$ cat src/rtl/spi_gate_pkg.sv
package spi_gate_pkg;

    localparam logic [7:0] OP_WREN = 8'h06;
    localparam logic [7:0] OP_WRDI = 8'h04;
    localparam logic [7:0] OP_PROG = 8'h02;
    localparam logic [7:0] OP_SERA = 8'h20;
    localparam logic [7:0] OP_BERA = 8'hD8;
    localparam logic [7:0] OP_CERA = 8'hC7;
    localparam logic [7:0] OP_WRST = 8'h01;
    localparam logic [7:0] OP_SLEEP = 8'hB9;

    typedef enum logic [1:0] {
        ST_IDLE,
        ST_SHIFT,
        ST_JUDGE
    } gate_state_e;

    typedef enum logic [2:0] {
        CL_NONE,
        CL_SETWE,
        CL_CLRWE,
        CL_PROG,
        CL_ERASE,
        CL_CHIP,
        CL_STAT,
        CL_SLEEP
    } cmd_class_e;

    function automatic cmd_class_e classify(input logic [7:0] op);
        cmd_class_e c;
        case (op)
            OP_WREN:  c = CL_SETWE;
            OP_WRDI:  c = CL_CLRWE;
            OP_PROG:  c = CL_PROG;
            OP_SERA:  c = CL_ERASE;
            OP_BERA:  c = CL_ERASE;
            OP_CERA:  c = CL_CHIP;
            OP_WRST:  c = CL_STAT;
            OP_SLEEP: c = CL_SLEEP;
            default:  c = CL_NONE;
        endcase
        return c;
    endfunction

endpackage

$ cat src/rtl/spi_sync.sv
module spi_sync #(
    parameter int W = 3,
    parameter logic [W-1:0] RST_VAL = '0
) (
    input  logic         clk,
    input  logic         rst_n,
    input  logic [W-1:0] d_async,
    output logic [W-1:0] d_sync
);
    for (genvar i = 0; i < W; i++) begin : g_bit
        logic meta_q, sync_q;
        always_ff @(posedge clk or negedge rst_n) begin
            if (!rst_n) begin
                meta_q <= RST_VAL[i];
                sync_q <= RST_VAL[i];
            end else begin
                meta_q <= d_async[i];
                sync_q <= meta_q;
            end
        end
        assign d_sync[i] = sync_q;
    end
endmodule

$ cat src/rtl/spi_shifter.sv
module spi_shifter #(
    parameter int CNT_W      = 12,
    parameter int ADDR_BYTES = 3,
    localparam int AW        = 8 * ADDR_BYTES,
    localparam int IDX_W     = CNT_W - 3
) (
    input  logic             clk,
    input  logic             rst_n,
    input  logic             frame_start,
    input  logic             bit_stb,
    input  logic             mosi,
    output logic [CNT_W-1:0] bit_cnt,
    output logic [7:0]       op_byte,
    output logic [AW-1:0]    addr,
    output logic [7:0]       data0
);
    logic [6:0]       sh_q;
    logic [7:0]       cur;
    logic [IDX_W-1:0] idx;

    assign cur = {sh_q, mosi};
    assign idx = bit_cnt[CNT_W-1:3];

    always_ff @(posedge clk or negedge rst_n) begin
        if (!rst_n) begin
            sh_q    <= '0;
            bit_cnt <= '0;
            op_byte <= '0;
            addr    <= '0;
            data0   <= '0;
        end else if (frame_start) begin
            sh_q    <= '0;
            bit_cnt <= '0;
            op_byte <= '0;
            addr    <= '0;
            data0   <= '0;
        end else if (bit_stb) begin
            sh_q <= cur[6:0];
            if (bit_cnt != '1) begin
                bit_cnt <= bit_cnt + 1'b1;
            end
            if (bit_cnt[2:0] == 3'd7 && bit_cnt != '1) begin
                if (idx == '0) begin
                    op_byte <= cur;
                end
                for (int g = 0; g < ADDR_BYTES; g++) begin
                    if (idx == IDX_W'(g + 1)) begin
                        addr[AW-1-8*g -: 8] <= cur;
                    end
                end
                if (idx == IDX_W'(ADDR_BYTES + 1)) begin
                    data0 <= cur;
                end
            end
        end
    end
endmodule

$ cat src/rtl/spi_prot_decode.sv
module spi_prot_decode #(
    parameter int BLK_W = 6
) (
    input  logic [3:0]       bp,
    input  logic [BLK_W-1:0] blk,
    output logic             blk_hit,
    output logic             any_prot
);
    localparam logic [BLK_W:0] ALL_BLK = {1'b1, {BLK_W{1'b0}}};

    logic [2:0]     code;
    logic [BLK_W:0] n_blk;
    logic [BLK_W:0] blk_x;

    assign code  = bp[2:0];
    assign blk_x = {1'b0, blk};

    always_comb begin
        if (code == 3'd0) begin
            n_blk = '0;
        end else if (code == 3'd7) begin
            n_blk = ALL_BLK;
        end else begin
            n_blk = {{BLK_W{1'b0}}, 1'b1} << (code - 3'd1);
        end
    end

    assign any_prot = (code != 3'd0);
    assign blk_hit  = bp[3] ? (blk_x < n_blk) : (blk_x >= (ALL_BLK - n_blk));
endmodule

$ cat src/rtl/spi_frame_fsm.sv
module spi_frame_fsm
    import spi_gate_pkg::*;
#(
    parameter int CNT_W      = 12,
    parameter int ADDR_BYTES = 3,
    localparam int AW        = 8 * ADDR_BYTES,
    localparam int NB_W      = CNT_W - 3
) (
    input  logic             clk,
    input  logic             rst_n,
    input  logic             cs_fall,
    input  logic             cs_rise,
    input  logic [CNT_W-1:0] bit_cnt,
    input  logic [7:0]       op_byte,
    input  logic [AW-1:0]    addr,
    input  logic [7:0]       data0,
    input  logic             busy,
    input  logic             blk_hit,
    input  logic             any_prot,
    output logic             exec_stb,
    output logic             rej_stb,
    output logic [7:0]       op_o,
    output logic [AW-1:0]    addr_o,
    output logic [7:0]       data_o,
    output logic             wel_o
);
    gate_state_e st_q, st_d;
    cmd_class_e  cls;
    logic [NB_W-1:0] nbytes;
    logic aligned, len_ok, need_wel, prot_ok, go;

    always_ff @(posedge clk or negedge rst_n) begin
        if (!rst_n) st_q <= ST_IDLE;
        else        st_q <= st_d;
    end

    always_comb begin
        st_d = st_q;
        unique case (st_q)
            ST_IDLE:  if (cs_fall) st_d = ST_SHIFT;
            ST_SHIFT: if (cs_rise) st_d = ST_JUDGE;
            ST_JUDGE: st_d = cs_fall ? ST_SHIFT : ST_IDLE;
            default:  st_d = ST_IDLE;
        endcase
    end

    assign cls     = classify(op_byte);
    assign nbytes  = bit_cnt[CNT_W-1:3];
    assign aligned = (bit_cnt[2:0] == 3'd0);

    always_comb begin
        unique case (cls)
            CL_SETWE, CL_CLRWE, CL_CHIP, CL_SLEEP: len_ok = (nbytes == NB_W'(1));
            CL_STAT:  len_ok = (nbytes == NB_W'(2));
            CL_ERASE: len_ok = (nbytes == NB_W'(ADDR_BYTES + 1));
            CL_PROG:  len_ok = (nbytes >= NB_W'(ADDR_BYTES + 2));
            default:  len_ok = 1'b0;
        endcase
    end

    assign need_wel = (cls == CL_PROG) || (cls == CL_ERASE) || (cls == CL_CHIP) || (cls == CL_STAT);

    always_comb begin
        unique case (cls)
            CL_PROG, CL_ERASE: prot_ok = !blk_hit;
            CL_CHIP:           prot_ok = !any_prot;
            default:           prot_ok = 1'b1;
        endcase
    end

    assign go = aligned && len_ok && !busy && (!need_wel || wel_o) && prot_ok;

    always_ff @(posedge clk or negedge rst_n) begin
        if (!rst_n) begin
            exec_stb <= 1'b0;
            rej_stb  <= 1'b0;
            op_o     <= '0;
            addr_o   <= '0;
            data_o   <= '0;
            wel_o    <= 1'b0;
        end else begin
            exec_stb <= 1'b0;
            rej_stb  <= 1'b0;
            if (st_q == ST_JUDGE && cls != CL_NONE) begin
                exec_stb <= go;
                rej_stb  <= !go;
                op_o     <= op_byte;
                addr_o   <= addr;
                data_o   <= data0;
                if (go) begin
                    unique case (cls)
                        CL_SETWE: wel_o <= 1'b1;
                        CL_SLEEP: wel_o <= wel_o;
                        default:  wel_o <= 1'b0;
                    endcase
                end
            end
        end
    end
endmodule

$ cat src/rtl/spi_cmd_gate.sv
module spi_cmd_gate #(
    parameter int CNT_W      = 12,
    parameter int ADDR_BYTES = 3,
    parameter int BLK_W      = 6,
    parameter int BLK_LSB    = 16,
    localparam int AW        = 8 * ADDR_BYTES
) (
    input  logic          clk,
    input  logic          rst_n,
    input  logic          spi_sck,
    input  logic          spi_cs_n,
    input  logic          spi_mosi,
    input  logic [3:0]    bp_code,
    input  logic          busy,
    output logic          exec_stb,
    output logic          rej_stb,
    output logic [7:0]    cmd_op,
    output logic [AW-1:0] cmd_addr,
    output logic [7:0]    cmd_data,
    output logic          wel
);
    logic [2:0] pins_s;
    logic sck_s, cs_s, mosi_s, sck_q, cs_q;
    logic cs_fall, cs_rise, bit_stb;
    logic [CNT_W-1:0] bit_cnt;
    logic [7:0] op_byte, data0;
    logic [AW-1:0] addr;
    logic blk_hit, any_prot;

    spi_sync #(.W(3), .RST_VAL(3'b010)) u_sync (
        .clk(clk), .rst_n(rst_n),
        .d_async({spi_sck, spi_cs_n, spi_mosi}),
        .d_sync(pins_s)
    );
    assign {sck_s, cs_s, mosi_s} = pins_s;

    always_ff @(posedge clk or negedge rst_n) begin
        if (!rst_n) begin
            sck_q <= 1'b0;
            cs_q  <= 1'b1;
        end else begin
            sck_q <= sck_s;
            cs_q  <= cs_s;
        end
    end

    assign cs_fall = cs_q && !cs_s;
    assign cs_rise = !cs_q && cs_s;
    assign bit_stb = !sck_q && sck_s && !cs_s;

    spi_shifter #(.CNT_W(CNT_W), .ADDR_BYTES(ADDR_BYTES)) u_shift (
        .clk(clk), .rst_n(rst_n),
        .frame_start(cs_fall), .bit_stb(bit_stb), .mosi(mosi_s),
        .bit_cnt(bit_cnt), .op_byte(op_byte), .addr(addr), .data0(data0)
    );

    spi_prot_decode #(.BLK_W(BLK_W)) u_prot (
        .bp(bp_code), .blk(addr[BLK_LSB +: BLK_W]),
        .blk_hit(blk_hit), .any_prot(any_prot)
    );

    spi_frame_fsm #(.CNT_W(CNT_W), .ADDR_BYTES(ADDR_BYTES)) u_fsm (
        .clk(clk), .rst_n(rst_n),
        .cs_fall(cs_fall), .cs_rise(cs_rise),
        .bit_cnt(bit_cnt), .op_byte(op_byte), .addr(addr), .data0(data0),
        .busy(busy), .blk_hit(blk_hit), .any_prot(any_prot),
        .exec_stb(exec_stb), .rej_stb(rej_stb),
        .op_o(cmd_op), .addr_o(cmd_addr), .data_o(cmd_data), .wel_o(wel)
    );
endmodule

$ cat config.mk
export PLATFORM = sky130hd
export DESIGN_NAME = spi_cmd_gate
export DESIGN_NICKNAME = d
export VERILOG_FILES = /design/src/rtl/spi_gate_pkg.sv /design/src/rtl/spi_sync.sv /design/src/rtl/spi_shifter.sv /design/src/rtl/spi_prot_decode.sv /design/src/rtl/spi_frame_fsm.sv /design/src/rtl/spi_cmd_gate.sv
export SDC_FILE = /design/constraint.sdc
export NUM_CORES = 1
export LEC_CHECK = 0
export CAP_MARGIN = 20
export CORE_UTILIZATION = 38
export CTS_BUF_LIST = sky130_fd_sc_hd__clkbuf_2 sky130_fd_sc_hd__clkbuf_4 sky130_fd_sc_hd__clkbuf_8
export DETAILED_ROUTE_END_ITERATION = 16
export PLACE_DENSITY = 0.63
export SETUP_SLACK_MARGIN = 0.15
export SLEW_MARGIN = 5
export SYNTH_ARGS = -nofsm -noshare
export SYNTH_HDL_FRONTEND = slang
export SYNTH_HIERARCHICAL = 1
export SYNTH_SLANG_ARGS = --single-unit
$ cat constraint.sdc
create_clock -name clk -period 2.7 [get_ports clk]
set_input_delay 0.54 -clock clk [delete_from_list [all_inputs] [get_ports clk]]
set_output_delay 0.54 -clock clk [all_outputs]
set_load 0.01 [all_outputs]
==> flow_summary.yaml <==
yosys:
  synth_compound_area_share_pct: 9.977
  synthSimpleGateAreaFrac_pct: 15.47
  synth_edf_count: 0
  synth_xor_xnor_area_share_pct: 1.145
  netlist_instances: 437
  ys_seq_area_share_pct: 52.41
  syn_avg_cell_area_sq_um: 12.25
  ys_async_sr_fraction_pct: 100.0
  synth_top_family_by_area: "simple AND/OR/NAND/NOR gates"
  yosysWarnings: 6
  syn_area_sq_mm: 0.005355
  ys.flop_type: "dfrtp_1"
  ys_ff_latch: 112
  synthMuxAreaShare_pct: 14.18
  synth_nets: 461
  synth_adder_area_share_pct: 3.271
  yosysUniqueCellTypes: 68
timing:
  grt_setup_unrepaired: "true"
  drv_slew: 0
  slew_headroom_pct: 58.01
  min_period_ns: 3.044
  hold_violations: 0
  setup_viol: 43
  fmax_mhz: 328.6
  setup_tns_ns: -3.848
  fin_ws_ns: -0.3436
  finalCritPeriodShare_pct: 112.7
  tightest_slew_ns: 0.6298
  finClkSkew_ns: 0.01728
floorplanning:
  rows: 43
  die-area_sq_mm: 0.01457
  boundaryPins: 53
  core_area_sq_mm: 0.01383
  die_y_um: 120.7
  initial_utilization_pct: 38.73
  fp.dieW_um: 120.7
cts:
  clock_latency_ns: 0.39
  numCtsBuffers: 9
  cts_tree: "done"
  clkTransAtPathRegs_ns: 0.12
  cts_max_level: 3
  root_buffer: "clkbuf_8"
  cts.sinks: 112
  cts_max_path_buffers: 2
grt:
  antenna_found_initial: 0
  grt_pass1_wl_mm: 18.98
  grt_max_degree: 48
  grt_remaining_overflow: 0
  grt_pass1_vias: 3725
  grt_usage_pct: 16.95
worst_setup_path:
  critPathSlowestCell: "a221o_1"
  worstSetupStartpoint: "bp_code[1]"
  worstPathArrival_ns: 3.33
  timing.rr.end: "u_fsm/addr_o[21]$_DFFE_PN0P_"
  startpoint_type: "input pin"
  critical_path.max_stage_delay_ns: 0.33
  worst_setup_path_end_kind: "register"
  regToRegStartpoint: "u_shift/op_byte[3]$_DFFE_PN0P_"
  cp_max_fo: 5
  crit_type: "input pin to register"
  regToRegSetupSlack_ns: -0.10
  worstPathRequired_ns: 2.98
  rr_worst_depth: 7
  endpoint: "u_fsm/wel_o$_DFFE_PN0P_"
  path_cells: "buf_8 -> nor3b_4 -> inv_2 -> ha_4 -> o21ai_2 -> o21ai_1 -> ha_1 -> a21o_1 -> a21oi_2 -> o21ai_1 -> a221o_1 -> nor3_2 -> nand2b_1 -> o221ai_2 -> o21ai_2 -> a21oi_2 -> a41oi_2 -> a41o_1"
finish:
  n_antenna_cell: 0
  final_util_pct: 47.33
  post_layout_nonfiller_instances: 693
  area_growth_syn_to_layout_pct: 22.20
  nets: 532
  finalInstanceArea_sq_mm: 0.006544
  layout-drive-gt1-share_pct: 17.93
power_and_ir_drop:
  p_per_area_mw_per_mm2: 438.9
  power.leakage_nw: 3.186
  vdd.ir_drop.worst_v: 0.0002443
status:
  status: "complete, but fails checks"
  violations: "setup timing"
placed_design:
  dpl_cell_area_sq_mm: 0.006183
  dpl.cell_count: 670
  port_buffers: 52
  place_congestion: 0.8208
  dpl.hpwl_mm: 7.715
route:
  drt_iter0_markers: 163
  route.detailed.drc: 0
  wl_mm: 11.32
  ant_nets: 0
  via_count: 3676
  avgViaCountPerCell: 5.304
  firstDrtPassIters: 4
  wire_per_inst_um: 16.34
flow_run:
  cap_violations: 0
min_path:
  holdCritPathClass: "input pin to async pin"
## metrics by stage
| step | hold slack (ns) | worst slack (ns) | total power, mW |
|---|---|---|---|
| 2_1_floorplan | 0.2444 | -0.5110 | 1.823 |
| 3_3_place_gp | 0.3336 | -1.085 | 1.900 |
| 3_5_place_dp | 0.3347 | -1.189 | 1.908 |
| 4_1_cts | 0.1348 | -0.3559 | 2.910 |
| 5_1_grt | 0.1585 | -0.4562 | 2.997 |
| 6_report | 0.1363 | -0.3436 | 2.872 |
## placed cells by master (no fill, tap or decap), types with 3 or more instances in the layout
master / instances
a21oi_1: 12
a22o_1: 22
and2_1: 3
and4_1: 3
buf_12: 4
buf_4: 27
clkbuf_8: 9
clkdlybuf4s50_1: 48
dfrtp_1: 109
dfstp_2: 3
ha_1: 13
inv_1: 3
inv_8: 3
mux2_1: 38
mux2_2: 5
mux2i_1: 26
nand2_1: 12
nand3_1: 13
nand3b_1: 3
nand4_1: 7
nor2_1: 39
nor2b_1: 4
nor3_1: 4
o21ai_0: 14
or3_1: 6
or4_1: 4
xor2_1: 5
## where the power goes
group          total, mW  internal, mW  switching [mW]
combinational      0.167        0.0689          0.0981
clock              0.990         0.366           0.623
sequential          1.72          1.69          0.0210
## logic make-up (layout without fill, tap and decap cells)
kind of cell	after synthesis	in the layout
flops	112	112
xor+xnor	7	7
compound gates	75	75
buf+inv	29	105
simple gates	130	130
fa+ha+maj	14	14
mux	70	70
## how the worst min path moves through the flow
stage,depth (start not counted),startpoint,to
global placement,0,u_sync/g_bit[0].meta_q$_DFF_PN0_,u_sync/g_bit[0].sync_q$_DFF_PN0_
global route,1,rst_n,u_shift/data0[7]$_DFFE_PN0P_
detailed placement,0,u_sync/g_bit[2].meta_q$_DFF_PN0_,u_sync/g_bit[2].sync_q$_DFF_PN0_
CTS,1,rst_n,u_shift/data0[7]$_DFFE_PN0P_
finish,1,rst_n,u_shift/data0[7]$_DFFE_PN0P_
floorplan,0,rst_n,sck_q$_DFF_PN0_
## per-layer routing
metal  routed length [um]  global-route usage, %
met4                  154                  7.022
met3                  438                  2.736
met5                    0                      0
met1                 5232                  23.01
met2                 5499                  26.94
## final cells by class
cell class,instances,area (sq um)
repair buffers,84,864.6
clock buffers,9,123.9
multi-input cells,296,2432
fillers,1268,7283
flip-flops and latches,112,2806
inverters,5,18.77
clock inverters,7,72.57
well taps,180,225.2
## flip-flops by register name, summed over array words and instances (netlist names), 2 cells and up
signal and count:
u_shift/addr 24, u_shift/data0 8, u_shift/op_byte 8, u_fsm/op_o 8, u_fsm/data_o 8, u_shift/sh_q 7
u_fsm/addr_o 24, u_sync/g_bit.sync_q 3, u_sync/g_bit.meta_q 3, u_shift/bit_cnt 12, u_fsm/st_q 2
## what timing repair did
| item | 4_1_cts | 5_1_grt |
|---|---|---|
| pin swaps | 13 | 12 |
| gates resized for setup | 24 | 7 |
| cloned | 2 | 0 |
| hold buffers | 0 | 0 |
| endpoints found under the setup margin | 43 | 43 |
| buffers inserted | 5 | 0 |
## worst max-delay path: cells and delay by family
family / cells / cell delay (ns)
AO/OA/AOI/OAI: 11 / 1.66
adder cells (fa/ha/maj): 2 / 0.49
AND/OR/NAND/NOR: 3 / 0.47
buffers and inverters: 2 / 0.16
## cell usage after synthesis, types with 3 or more instances
cell / n / area [sq um]
nor3_1: 5 / 25.02
o21ai_0: 17 / 85.08
xor2_1: 5 / 43.79
mux2_2: 5 / 56.30
buf_12: 3 / 60.06
mux2i_1: 26 / 260.3
or3_1: 6 / 37.54
clkbuf_1: 11 / 41.29
dfstp_2: 3 / 78.83
or4_1: 4 / 30.03
nand2_1: 12 / 45.04
ha_1: 14 / 175.2
a22o_1: 22 / 192.7
nand3_1: 13 / 65.06
buf_2: 5 / 25.02
nand3b_1: 3 / 22.52
nand4_1: 7 / 43.79
inv_1: 4 / 15.01
nor2_1: 39 / 146.4
and4_1: 3 / 26.28
dfrtp_1: 109 / 2728
buf_4: 3 / 22.52
a21oi_1: 14 / 70.07
and2_1: 3 / 18.77
nor2b_1: 5 / 31.28
mux2_1: 38 / 427.9
Power figures use the tool's default switching activity.
